$ cat config.mk
export PLATFORM = sky130hd
export DESIGN_NAME = simd_mag_cmp
export DESIGN_NICKNAME = d
export VERILOG_FILES = /design/src/rtl/smc_pkg.sv /design/src/rtl/smc_classify.sv /design/src/rtl/smc_lane.sv /design/src/rtl/smc_out_reg.sv /design/src/rtl/simd_mag_cmp.sv
export SDC_FILE = /design/constraint.sdc
export NUM_CORES = 1
export LEC_CHECK = 0
export BUFFER_PORTS_ARGS = -buffer_cell sky130_fd_sc_hd__buf_2
export CAP_MARGIN = 20
export CORE_AREA = 2 2 154 156
export CTS_CLUSTER_SIZE = 28
export DETAILED_ROUTE_END_ITERATION = 12
export DIE_AREA = 0 0 156 158
export RECOVER_POWER = 25
export REMOVE_ABC_BUFFERS = 1
export SETUP_SLACK_MARGIN = 0.3
export SLEW_MARGIN = 20
export SYNTH_ARGS = -nofsm -noshare
export SYNTH_HDL_FRONTEND = slang
export SYNTH_SLANG_ARGS = --single-unit
export TNS_END_PERCENT = 20
$ cat constraint.sdc
create_clock -name clk -period 7 [get_ports clk]
set_input_delay 1.4 -clock clk [delete_from_list [all_inputs] [get_ports clk]]
set_output_delay 1.4 -clock clk [all_outputs]
set_load 0.05 [all_outputs]
$ cat src/rtl/smc_pkg.sv
package smc_pkg;
  localparam int unsigned EW    = 32;
  localparam int unsigned EXP_W = 8;
  localparam int unsigned MAN_W = 23;
  localparam int unsigned MAG_W = EW - 1;

  typedef struct packed {
    logic             nan;
    logic [MAG_W-1:0] mag;
  } mag_info_t;
endpackage

$ cat src/rtl/smc_classify.sv
module smc_classify
  import smc_pkg::*;
(
  input  logic [EW-1:0] val,
  output mag_info_t     info
);
  logic [EXP_W-1:0] expo;
  logic [MAN_W-1:0] frac;

  assign expo = val[EW-2 -: EXP_W];
  assign frac = val[MAN_W-1:0];

  always_comb begin
    info.nan = (&expo) && (|frac);
    // sign dropped; zero exponent (zero or subnormal) flushed to magnitude 0
    info.mag = (expo == '0) ? '0 : val[MAG_W-1:0];
  end
endmodule

$ cat src/rtl/smc_lane.sv
module smc_lane
  import smc_pkg::*;
(
  input  logic          en,
  input  logic          gt_mode,
  input  logic [EW-1:0] a,
  input  logic [EW-1:0] b,
  output logic [EW-1:0] mask
);
  mag_info_t ia, ib;
  logic      bigger, same, pass;

  smc_classify u_cls_a (.val(a), .info(ia));
  smc_classify u_cls_b (.val(b), .info(ib));

  always_comb begin
    bigger = ia.mag > ib.mag;
    same   = ia.mag == ib.mag;
    pass   = !ia.nan && !ib.nan && (bigger || (!gt_mode && same));
    mask   = (en && pass) ? '1 : '0;
  end
endmodule

$ cat src/rtl/smc_out_reg.sv
module smc_out_reg #(
  parameter int unsigned WIDTH = 128
) (
  input  logic             clk,
  input  logic             rst,
  input  logic             in_valid,
  output logic             in_ready,
  input  logic [WIDTH-1:0] in_data,
  output logic             out_valid,
  input  logic             out_ready,
  output logic [WIDTH-1:0] out_data
);
  assign in_ready = !out_valid || out_ready;

  always_ff @(posedge clk) begin
    if (rst) begin
      out_valid <= 1'b0;
    end else if (in_ready) begin
      out_valid <= in_valid;
    end
  end

  always_ff @(posedge clk) begin
    if (in_valid && in_ready) begin
      out_data <= in_data;
    end
  end
endmodule

$ cat src/rtl/simd_mag_cmp.sv
module simd_mag_cmp
  import smc_pkg::*;
#(
  parameter int unsigned LANES = 4
) (
  input  logic                clk,
  input  logic                rst,
  input  logic                in_valid,
  output logic                in_ready,
  input  logic                in_wide,
  input  logic                in_gt,
  input  logic [LANES*EW-1:0] in_a,
  input  logic [LANES*EW-1:0] in_b,
  output logic                out_valid,
  input  logic                out_ready,
  output logic [LANES*EW-1:0] out_data
);
  localparam int unsigned VW     = LANES * EW;
  localparam int unsigned NARROW = LANES / 2;

  logic [VW-1:0] mask_vec;

  for (genvar i = 0; i < LANES; i++) begin : g_lane
    logic lane_en;
    if (i < NARROW) begin : g_low
      assign lane_en = 1'b1;
    end else begin : g_high
      assign lane_en = in_wide;
    end
    smc_lane u_lane (
      .en      (lane_en),
      .gt_mode (in_gt),
      .a       (in_a[i*EW +: EW]),
      .b       (in_b[i*EW +: EW]),
      .mask    (mask_vec[i*EW +: EW])
    );
  end

  smc_out_reg #(.WIDTH(VW)) u_oreg (
    .clk       (clk),
    .rst       (rst),
    .in_valid  (in_valid),
    .in_ready  (in_ready),
    .in_data   (mask_vec),
    .out_valid (out_valid),
    .out_ready (out_ready),
    .out_data  (out_data)
  );
endmodule

# After elaboration in Yosys (flattened, before gate mapping)
# Index checks and enable logic that the tools add are counted.
[totals]
register_bits = 129
in_bits = 262
word_cells = 84
[op_classes]
magnitude_cmp = 4
n_eq_ne = 4
mux = 12
reduce_logical = 62
[ops]
columns = ["cell", "count"]
rows = [
  ["$mux W31", 8],
  ["$reduce_or A23 Y1", 8],
  ["$mux W32", 4],
  ["$eq A31 B31 Y1", 4],
  ["$gt A31 B31 Y1", 4],
  ["$logic_not A8 Y1", 8],
  ["$reduce_and A8 Y1", 8],
  ["$logic_and A1 B1 Y1", 23],
  ["$logic_not A1 Y1", 10],
  ["$logic_or A1 B1 Y1", 5],
]

# Longest topological paths before layout
# Gate-level depths: netlist of the first run.
[depth]
depth_word = 8
ltp_mapped = 11
depth_no_buf = 10

# Hierarchy
# A second synthesis of the first run with hierarchy kept.
[hier_totals]
cells_unflattened = 1078
hier_area_um2 = 10879.2
[by_module_without_submodules]
columns = ["mod", "instances", "cells_each", "area_each_um2", "seq_area_each_um2"]
rows = [
  ["smc_lane", 4, 140, 1028.5, 0.0],
  ["smc_out_reg", 1, 133, 3898.7, 3863.7],
  ["smc_classify", 8, 48, 357.8, 0.0],
  ["simd_mag_cmp", 1, 1, 3.8, 0.0],
]

# Worst setup path before layout of the first run
# No wires, ideal clock.
[synth_timing]
path_kind = "input to register"
from = "input in_a[88]"
to = "register u_oreg.out_data[95], data pin"
setup_time_ps = 270
arrival_ps = 3164
setup_slack_ps = 3566
path_stages = 11
path_buffers = 1
path_cell_list = "nor4_1 -> nand2_1 -> clkbuf_1 -> and2_1 -> ha_1 -> a21oi_1 -> o21ai_0 -> a221oi_1 -> a21oi_1 -> nor4_1 -> a211oi_1"
[synth_via]
elab_chain_len = 8
[synth_lines]
columns = ["element", "line", "source"]
rows = [
  ["start: declaration", "simd_mag_cmp.sv:12", "input logic [LANES*EW-1:0] in_a,"],
  ["parallel branches: the longest is 5 deep, another holds $gt A31 B31 Y1", "-", ""],
  ["$logic_and A1 B1 Y1 *", "smc_lane.sv:19", "pass = !ia.nan && !ib.nan && (bigger || (!gt_mode && same));"],
  ["$logic_and A1 B1 Y1 *", "smc_lane.sv:20", "mask = (en && pass) ? '1 : '0;"],
  ["$mux W32 *", "smc_lane.sv:20", ""],
  ["end signal: assignment", "smc_out_reg.sv:25", "out_data <= in_data;"],
  ["end: declaration", "smc_out_reg.sv:11", "output logic [WIDTH-1:0] out_data"],
]
# Every way passes the cells marked *.
# A chain may end at the register's enable or synchronous reset.

# Worst setup path after layout of the first run
[layout_timing]
from = "input in_a[60]"
to = "register u_oreg.out_data[63], data pin"
[layout_via]
elab_chain_len = 7
[layout_lines]
columns = ["element", "line", "source"]
rows = [
  ["parallel branches: the longest is 5 deep, another holds $gt A31 B31 Y1", "-", ""],
  ["$logic_and A1 B1 Y1 *", "smc_lane.sv:19", ""],
  ["named net g_lane[1].u_lane.pass", "smc_lane.sv:11", "logic bigger, same, pass;"],
  ["$mux W32 *", "smc_lane.sv:20", ""],
]
# Mark *: on every way through the listed nets, which the timed path passes.

==> results_dict.tcl, run 1 <==
set metrics [dict create \
    multiInputGateArea_um2 4247 \
    fmax_mhz 249.4 \
    endpoint_kind "flip-flop" \
    num_vias 6441 \
    fillerInstances 2581 \
    htree_levels 1 \
    synthCells 842 \
    synth_edf_count 4 \
    grt_antenna_before_repair 1 \
    maxCapViolCount 0 \
    hold_path.class "reg2reg" \
    wl_per_cell_um 14.75 \
    dieArea_um2 24650 \
    synth_top_area_frac 0.2758 \
    min_period_ps 4010 \
    total_power_uw 728.4 \
    drt-initial-drc-count 340 \
    first_pass_iters 4 \
    fin_nets 1444 \
    critical_path_class "in2reg" \
    cts_resized 0 \
    finalHoldViolations 0 \
    drc_errors 0 \
    drive_above_1_share 0.3377 \
    cp-start-kind "input port" \
    synthTopCellsByCount "nand2_1 (134), buf_4 (124), ha_1 (124), and2_1 (93), nor4_1 (60)" \
    place_congestion 0.8813 \
    skew_ps 4.440 \
    placed_cell_area_um2 6794 \
    tightest_slew_ps 992.7 \
    via_per_inst 4.782 \
    port_buffers 383 \
    grt_overflow_total 0 \
    yosysTopAreaCell "ha_1" \
    clk_latency_ps 230 \
    io-pin-count 392 \
    finalMaxSlewViolations 0 \
    grt_max_degree 33 \
    whs_ps 519.1 \
    yosysMostFrequentCell "nand2_1" \
    area_growth_pct 21.53 \
    drt_wl_total_um 19870 \
    synth_area_leaders "ha_1 (28%), buf_4 (17%), and2_1 (10%)" \
    power.density_nw_per_um2 106.5 \
    post_cts.repair.setup_buffers 0 \
    grt_setup_unrepaired "no" \
    arrival_ps 4060 \
    relSlewSlack 0.3382 \
    setup_viol 0 \
    post-dp-hpwl_um 17910 \
    yosys_warnings 0 \
    cts_tree "done" \
    postLayoutCoreUtil 0.2966 \
    die_y_um 158 \
    die_x_um 156 \
    finalInstanceArea_um2 6837 \
    regToRegStartpoint "u_oreg.out_valid" \
    cp.required_ps 7050 \
    avgSynthCellArea_um2 6.681 \
    critPathLaunch "in_a[60]" \
    async_reset_ff_frac 0 \
    core_um2 23050 \
    period_share 0.5728 \
    hold_buffers 0 \
    grt_pass1_vias 5929 \
    crit_fanout 23 \
    status "completed" \
    ant_nets 0 \
    worstHoldStart "u_oreg.out_valid" \
    clock_path_buffers 2 \
    yosysSeqAreaShare 0.02491 \
    cts_sinks 5 \
    cts_buffers 3 \
    grt_pass1_wl_um 29260 \
    yosysUniqueCellTypes 29 \
    clkTransAtPathRegs_ps 40 \
    root_buffer "clkbuf_16" \
    syn-cell-area_um2 5625 \
    ys_ff_latch 5 \
    ir_drop_mv 0.07201 \
    leakagePower_uw 0.003658 \
    grt_use_total 0.1469 \
    row_count 56 \
    synthFlopType "edfxtp_1" \
    seq_area_um2 140.1 \
    start_util 0.2440 \
    diodes 0 \
]
## cell type report
| cell class | count | area share |
|---|---|---|
| multi-input cells | 631 | 0.6212 |
| repair buffers | 383 | 0.2751 |
| well taps | 290 | 0.05307 |
| flip-flops and latches | 5 | 0.02050 |
| inverters | 34 | 0.01867 |
| clock buffers | 4 | 0.01153 |
## layer usage
| layer | up-vias | share of wire | GRT usage |
|---|---|---|---|
| met5 | - | 0 | 0 |
| met4 | 0 | 0.0054 | 0.01529 |
| met3 | 10 | 0.070 | 0.02436 |
| met2 | 281 | 0.48 | 0.2617 |
| met1 | 2860 | 0.45 | 0.1921 |
| li1 | 3290 | - | - |
## path summary, 6_finish.rpt
path / endpoint / slack [ps] / depth (start not counted)
worst min-delay path: u_oreg.out_valid / 520 / 2
worst max-delay path: u_oreg.out_data[63] / 2990 / 10
worst min register to register: u_oreg.out_valid / 520 / 2
worst max register to register: u_oreg.out_data[95] / 5770 / 2
## stage by stage
step                setup slack [ps]  std cells  setup TNS [ps]
CTS                             2995       1347               0
finish                          2990       1347               0
floorplan                      -4387        670         -561520
global route                    2773       1347               0
detailed placement              2749       1343               0
global placement                2737       1343               0
## cells by family after synthesis
family,after synthesis,share of synthesized area
buffers and inverters,206,0.2202
DFF,5,0.02491
AOI/OAI and AO/OA,98,0.1012
and+or+nand+nor,409,0.3779
adders and majority gates,124,0.2758
## power by group
group / switching (uW) / leakage (uW) / internal (uW)
sequential: 14.7 / 0.0000480 / 35.6
combinational: 401 / 0.00357 / 178
clock: 23.9 / 0.0000382 / 76.0
## layout by cell type, fill, tap and decap left out, drive strengths merged, types with 16 or more instances in the layout
cell / count
nor3: 18
clkbuf: 33
nand3: 16
nor2: 26
a21oi: 42
nand2: 134
and2: 93
nor4: 60
buf: 354
nand4: 47
ha: 124
inv: 34
o21ai: 27
## critical path, cell delays in order
cell     delay [ps]
buf_2           120
nor4_1          340
nand2_1         440
and2_1          320
ha_1            310
nand4_1         130
nor4_1          390
and3_1          280
nor3_1           70
a31oi_1         250
## state kept, by name (all words and copies together), names as in the netlist
signal	flops
u_oreg.out_valid	1
u_oreg.out_data	4
(Power assumes the default switching activity.)
==> run 2: changes to the inputs <==
- ABC_AREA: unset -> 1
- CORE_AREA: 2 2 154 156 -> 2 2 151 153
- DIE_AREA: 0 0 156 158 -> 0 0 153 155
- clock period: 7 -> 3.9 ns (I/O delays scaled with it)
==> results_dict.tcl, run 2 <==
set metrics [dict create \
    status "completed" \
    yosysSeqAreaShare 0.02161 \
    synthTopCellsByCount "nand2_1 (297), nor2_1 (240), inv_1 (182), buf_4 (124), ha_1 (124)" \
    cp_slowest_cell "ha_1" \
    synth_edf_count 4 \
    relSlewSlack 0.4243 \
    r2r_slack_ps 2750 \
    area_growth_pct 18.21 \
    grt_max_degree 33 \
    grt_antenna_before_repair 0 \
    final_common_cell "buf_2" \
    synth_top_area_frac 0.2392 \
    num_vias 7297 \
    dp.cells 1679 \
    ir_drop_mv 0.1396 \
    async_reset_ff_frac 0 \
    syn-cell-area_um2 6485 \
    core_um2 22230 \
    via_per_inst 4.336 \
    whs_endpoint "u_oreg.out_valid" \
    r2r_end "u_oreg.out_data[63]" \
    first_pass_iters 4 \
    cts_tree "done" \
    period_share 0.7487 \
    hold_buffers 0 \
    place_congestion 0.9023 \
    arrival_ps 2910 \
    finalMaxSlewViolations 0 \
    drc_errors 0 \
    port_buffers 383 \
    fillerInstances 2565 \
    cts_buffers 3 \
    worstHoldStart "u_oreg.out_valid" \
    final_cell_mix "buf_2 (354), nand2_1 (297), nor2_1 (240)" \
    wl_per_cell_um 11.61 \
    min_period_ps 2920 \
    post_cts.repair.setup_buffers 0 \
    start_util 0.2918 \
    die_y_um 155 \
    yosysUniqueCellTypes 26 \
    finalHoldViolations 0 \
    cp-start-kind "input port" \
    grt_setup_unrepaired "no" \
    io-pin-count 392 \
    synthCells 1179 \
    reg.largest.list "u_oreg.out_data: 4 flops, u_oreg.out_valid: 1 flops" \
    critical_path_class "in2reg" \
    crit_fanout 23 \
    drive_above_1_share 0.2661 \
    regToRegStartpoint "u_oreg.out_valid" \
    endpoint_kind "flip-flop" \
    dieArea_um2 23720 \
    finalInstanceArea_um2 7666 \
    row_count 55 \
    final_cells 1683 \
    rr_worst_depth 1 \
    maxCapViolCount 0 \
    post-dp-hpwl_um 17750 \
    crit_chain "buf_2 -> nor4_1 -> nand2_1 -> nor3_4 -> buf_4 -> nor2_1 -> ha_1 -> nand2_1 -> nor2_1 -> nand2_1 -> nor2_1 -> nand2_1 -> nand3_1 -> nor2_1 -> nand2_1 -> nand2_1 -> inv_1" \
    largest_reg_flops 4 \
    skew_ps 3.684 \
    placed_cell_area_um2 7622 \
    setup_viol 0 \
    regMostFlops "u_oreg.out_data" \
    fin_nets 1785 \
    fmax_mhz 342.5 \
    clkTransAtPathRegs_ps 40 \
    htree_levels 1 \
    dp_slack_ps 719.8 \
    hold_path.class "reg2reg" \
    drt_wl_total_um 19530 \
    critPathLaunch "in_a[124]" \
    grt_pass1_wl_um 30680 \
    die_x_um 153 \
    leakagePower_uw 0.004855 \
    yosysTopAreaCell "ha_1" \
    clk_latency_ps 240 \
    grt_pass1_vias 6585 \
    cpMostUsedCell "nand2_1" \
    drt-initial-drc-count 242 \
    tightest_slew_ps 863.5 \
    min_path_cells 2 \
    cp.required_ps 3890 \
    ant_nets 0 \
    cts_sinks 5 \
    fin_ws_ps 980.2 \
    diodes 0 \
    clock_path_buffers 2 \
    yosysMostFrequentCell "nand2_1" \
    grt_overflow_total 0 \
    cts_resized 0 \
    power.density_nw_per_um2 179.2 \
    grt_use_total 0.1533 \
    synthFlopType "edfxtp_1" \
    yosys_warnings 0 \
    synth_area_leaders "ha_1 (24%), nand2_1 (17%), buf_4 (14%)" \
    critical_path.max_stage_delay_ps 310 \
    root_buffer "clkbuf_16" \
    avgSynthCellArea_um2 5.500 \
    ys_ff_latch 5 \
]
## run 2: per-stage QoR
step / utilization / TNS, ps / power (uW) / hold WS, ps
6_report: 0.3449 / 0 / 1374 / 498.5
5_1_grt: 0.3449 / 0 / 1499 / 516.8
4_1_cts: 0.3465 / 0 / 1391 / 490.1
3_5_place_dp: 0.3429 / 0 / 1206 / 485.3
3_3_place_gp: 0.3429 / 0 / 1199 / 490.7
2_1_floorplan: - / -878960 / 849.4 / 849.1
## run 2: worst max path at each step
stage | end
detailed placement | u_oreg.out_data[126]
finish | u_oreg.out_data[126]
global route | u_oreg.out_data[126]
floorplan | out_data[0]
CTS | u_oreg.out_data[126]
global placement | u_oreg.out_data[126]
## run 2: cell families after synthesis
family	Yosys count	share of synthesized area
buffers and inverters	354	0.2852
AO/OA/AOI/OAI	69	0.05827
adder cells (fa/ha/maj)	124	0.2392
flip-flops	5	0.02161
AND/OR/NAND/NOR	627	0.3957
## run 2: area by class of cell
cell class              instances  area [um^2]  share of cell area
multi-input cells             820         4496              0.5864
clock inverters                 1        5.005           0.0006528
repair buffers                387         1911              0.2492
well taps                     285        356.6             0.04652
inverters                     182        683.2             0.08911
flip-flops and latches          5        140.1             0.01828
clock buffers                   3        75.07            0.009793
## run 2: power breakdown
part / total [uW] / internal (uW) / switching [uW] / leakage, uW
Combinational: 1110 / 333 / 773 / 0.00477
Sequential: 89.2 / 64.0 / 25.2 / 0.0000480
Clock: 179 / 135 / 44.3 / 0.0000409
Total: 1370 / 532 / 842 / 0.00485
## run 2: routing by layer
| layer | routed length [um] | vias to the layer above | part of all wire | GRT usage |
|---|---|---|---|---|
| met5 | 0 | - | 0 | 0 |
| met2 | 9208 | 220 | 0.47 | 0.2708 |
| li1 | - | 3952 | - | - |
| met4 | 129 | 0 | 0.0066 | 0.01764 |
| met3 | 987 | 8 | 0.051 | 0.01560 |
| met1 | 9207 | 3117 | 0.47 | 0.2083 |
## run 2: worst max-delay path: cells and delay by family
kind	cells	cell delay, ps
AND/OR/NAND/NOR	13	1350
buffers and inverters	3	450
adder cells (fa/ha/maj)	1	310
==> run 3: changes to the inputs <==
- clock period: 3.9 -> 2.7 ns (I/O delays scaled with it)
==> results_dict.tcl, run 3 (synthesis gave the netlist of run 2 again) <==
set metrics [dict create \
    fin_nets 1823 \
    place_congestion 0.9146 \
    setup_viol 0 \
    diodes 0 \
    status "completed" \
    period_share 0.9643 \
    ant_nets 0 \
    die_y_um 155 \
    area_growth_pct 33.49 \
    relSlewSlack 0.4474 \
    clkPwrFrac 0.120 \
    die_x_um 153 \
    clk_latency_ps 230 \
    fmax_mhz 384.1 \
    grt_setup_unrepaired "yes" \
    cp-start-kind "input port" \
    endpoint_kind "flip-flop" \
    largest_reg_flops 4 \
    start_util 0.2918 \
    dp.cells 1703 \
    grt_antenna_before_repair 0 \
    post-dp-hpwl_um 18170 \
    finalHoldViolations 0 \
    drt_wl_total_um 21370 \
    hold_path.class "in2reg" \
    arrival_ps 2600 \
    hold_buffers 0 \
    total_power_uw 2114 \
    wl_per_cell_um 12.42 \
    via_per_inst 4.414 \
    port_buffers 383 \
    p_sw_frac 0.6034 \
    ir_drop_mv 0.2047 \
    drt-initial-drc-count 281 \
    dieArea_um2 23720 \
    final_common_cell "buf_2" \
    grt_overflow_total 0 \
    power.internal_uw 838.3 \
    first_pass_iters 4 \
    multiInputGateArea_um2 4989 \
    grt_pass1_wl_um 31350 \
    tightest_slew_ps 828.9 \
    maxCapViolCount 0 \
    combinationalPowerShare 0.823 \
    cts_buffers 3 \
    clkTransAtPathRegs_ps 40 \
    skew_ps 6.282 \
    root_buffer "clkbuf_16" \
    critical_path_class "in2reg" \
    grt_max_degree 33 \
    postLayoutCoreUtil 0.3895 \
    grt_pass1_vias 6846 \
    finalMaxSlewViolations 0 \
    power_switching_uw 1275 \
    final_cell_mix "buf_2 (350), nand2_1 (279), nor2_1 (205)" \
    regMostFlops "u_oreg.out_data" \
    cts_tree "done" \
    drive_above_1_share 0.3440 \
    crit_fanout 6 \
    core_um2 22230 \
    cts_sinks 5 \
    clock_path_buffers 2 \
    power_frac_seq 0.057 \
    cp.required_ps 2690 \
    io-pin-count 392 \
    reg.largest.list "u_oreg.out_data: 4 flops, u_oreg.out_valid: 1 flops" \
    row_count 55 \
    fillerInstances 2494 \
    min_period_ps 2604 \
    htree_levels 1 \
    seq_area_um2 140.1 \
    num_vias 7596 \
    drc_errors 0 \
    grt_use_total 0.1565 \
    tns_ps 0 \
    leakagePower_uw 0.005134 \
    power.density_nw_per_um2 244.2 \
    final_cells 1721 \
]
run 3: final cells by class:
| cell class | instances | share of cell area |
|---|---|---|
| multi-input combinational | 820 | 0.5762 |
| sequential | 5 | 0.01619 |
| timing repair buffer | 423 | 0.2761 |
| inverter | 182 | 0.07935 |
| tap | 285 | 0.04119 |
| clock buffer | 3 | 0.008672 |
| clock inverter | 1 | 0.0005781 |
| timing repair inverter | 2 | 0.001734 |
run 3: power groups by stage:
| stage | Sequential (uW) | Combinational [uW] | Clock (uW) |
|---|---|---|---|
| finish | 120 | 1740 | 253 |
| CTS | 119 | 1660 | 258 |
| floorplan | 734 | 493 | 0 |
| detailed placement | 120 | 1650 | 0 |
| global route | 124 | 1910 | 264 |
| global placement | 119 | 1640 | 0 |
run 3: worst paths after layout:
kind / endpoint / start / slack (ps) / cells past startpoint
hold / removal: u_oreg.out_valid / rst / 480 / 2
setup / recovery: u_oreg.out_data[126] / in_a[125] / 100 / 17
setup reg to reg: u_oreg.out_data[63] / u_oreg.out_valid / 1510 / 1
hold reg to reg: u_oreg.out_valid / u_oreg.out_valid / 530 / 2
run 3: routing by layer:
layer / track usage / part of all wire / up-vias
li1: - / - / 4034
met1: 0.2081 / 0.46 / 3316
met2: 0.2802 / 0.49 / 232
met3: 0.01671 / 0.044 / 14
met4: 0.02072 / 0.0075 / 0
met5: 0 / 0 / -
run 3: timing repair:
action / CTS / global route
buffers inserted: 0 / 6
pin swaps: 0 / 81
gates resized for setup: 2 / 114
setup endpoints to repair: 4 / 4
cloned: 0 / 8
run 3: through the flow:
stage | setup slack, ps | cell area (um^2) | hold slack [ps]
after detailed placement | -171.3 | 7890 | 511.4
final | 96.42 | 8657 | 484.8
after floorplan | -7827 | 5319 | 609.1
after CTS | 80.34 | 7979 | 484.0
after global placement | -157.7 | 7890 | 483.6
after global routing | -53.91 | 8657 | 486.2
run 3: critical path: stages:
cell and delay, ps:
buf_6 100, nor4_4 260, nand2_1 120, nor3_4 220, buf_6 160, clkbuf_16 160
nor2_2 50, ha_4 260, nand2_1 80, nor2_4 150, nand2_2 70, nor2_2 130
nand3_1 90, nand2_1 60, nor2_1 50, nand2_2 70, inv_2 30
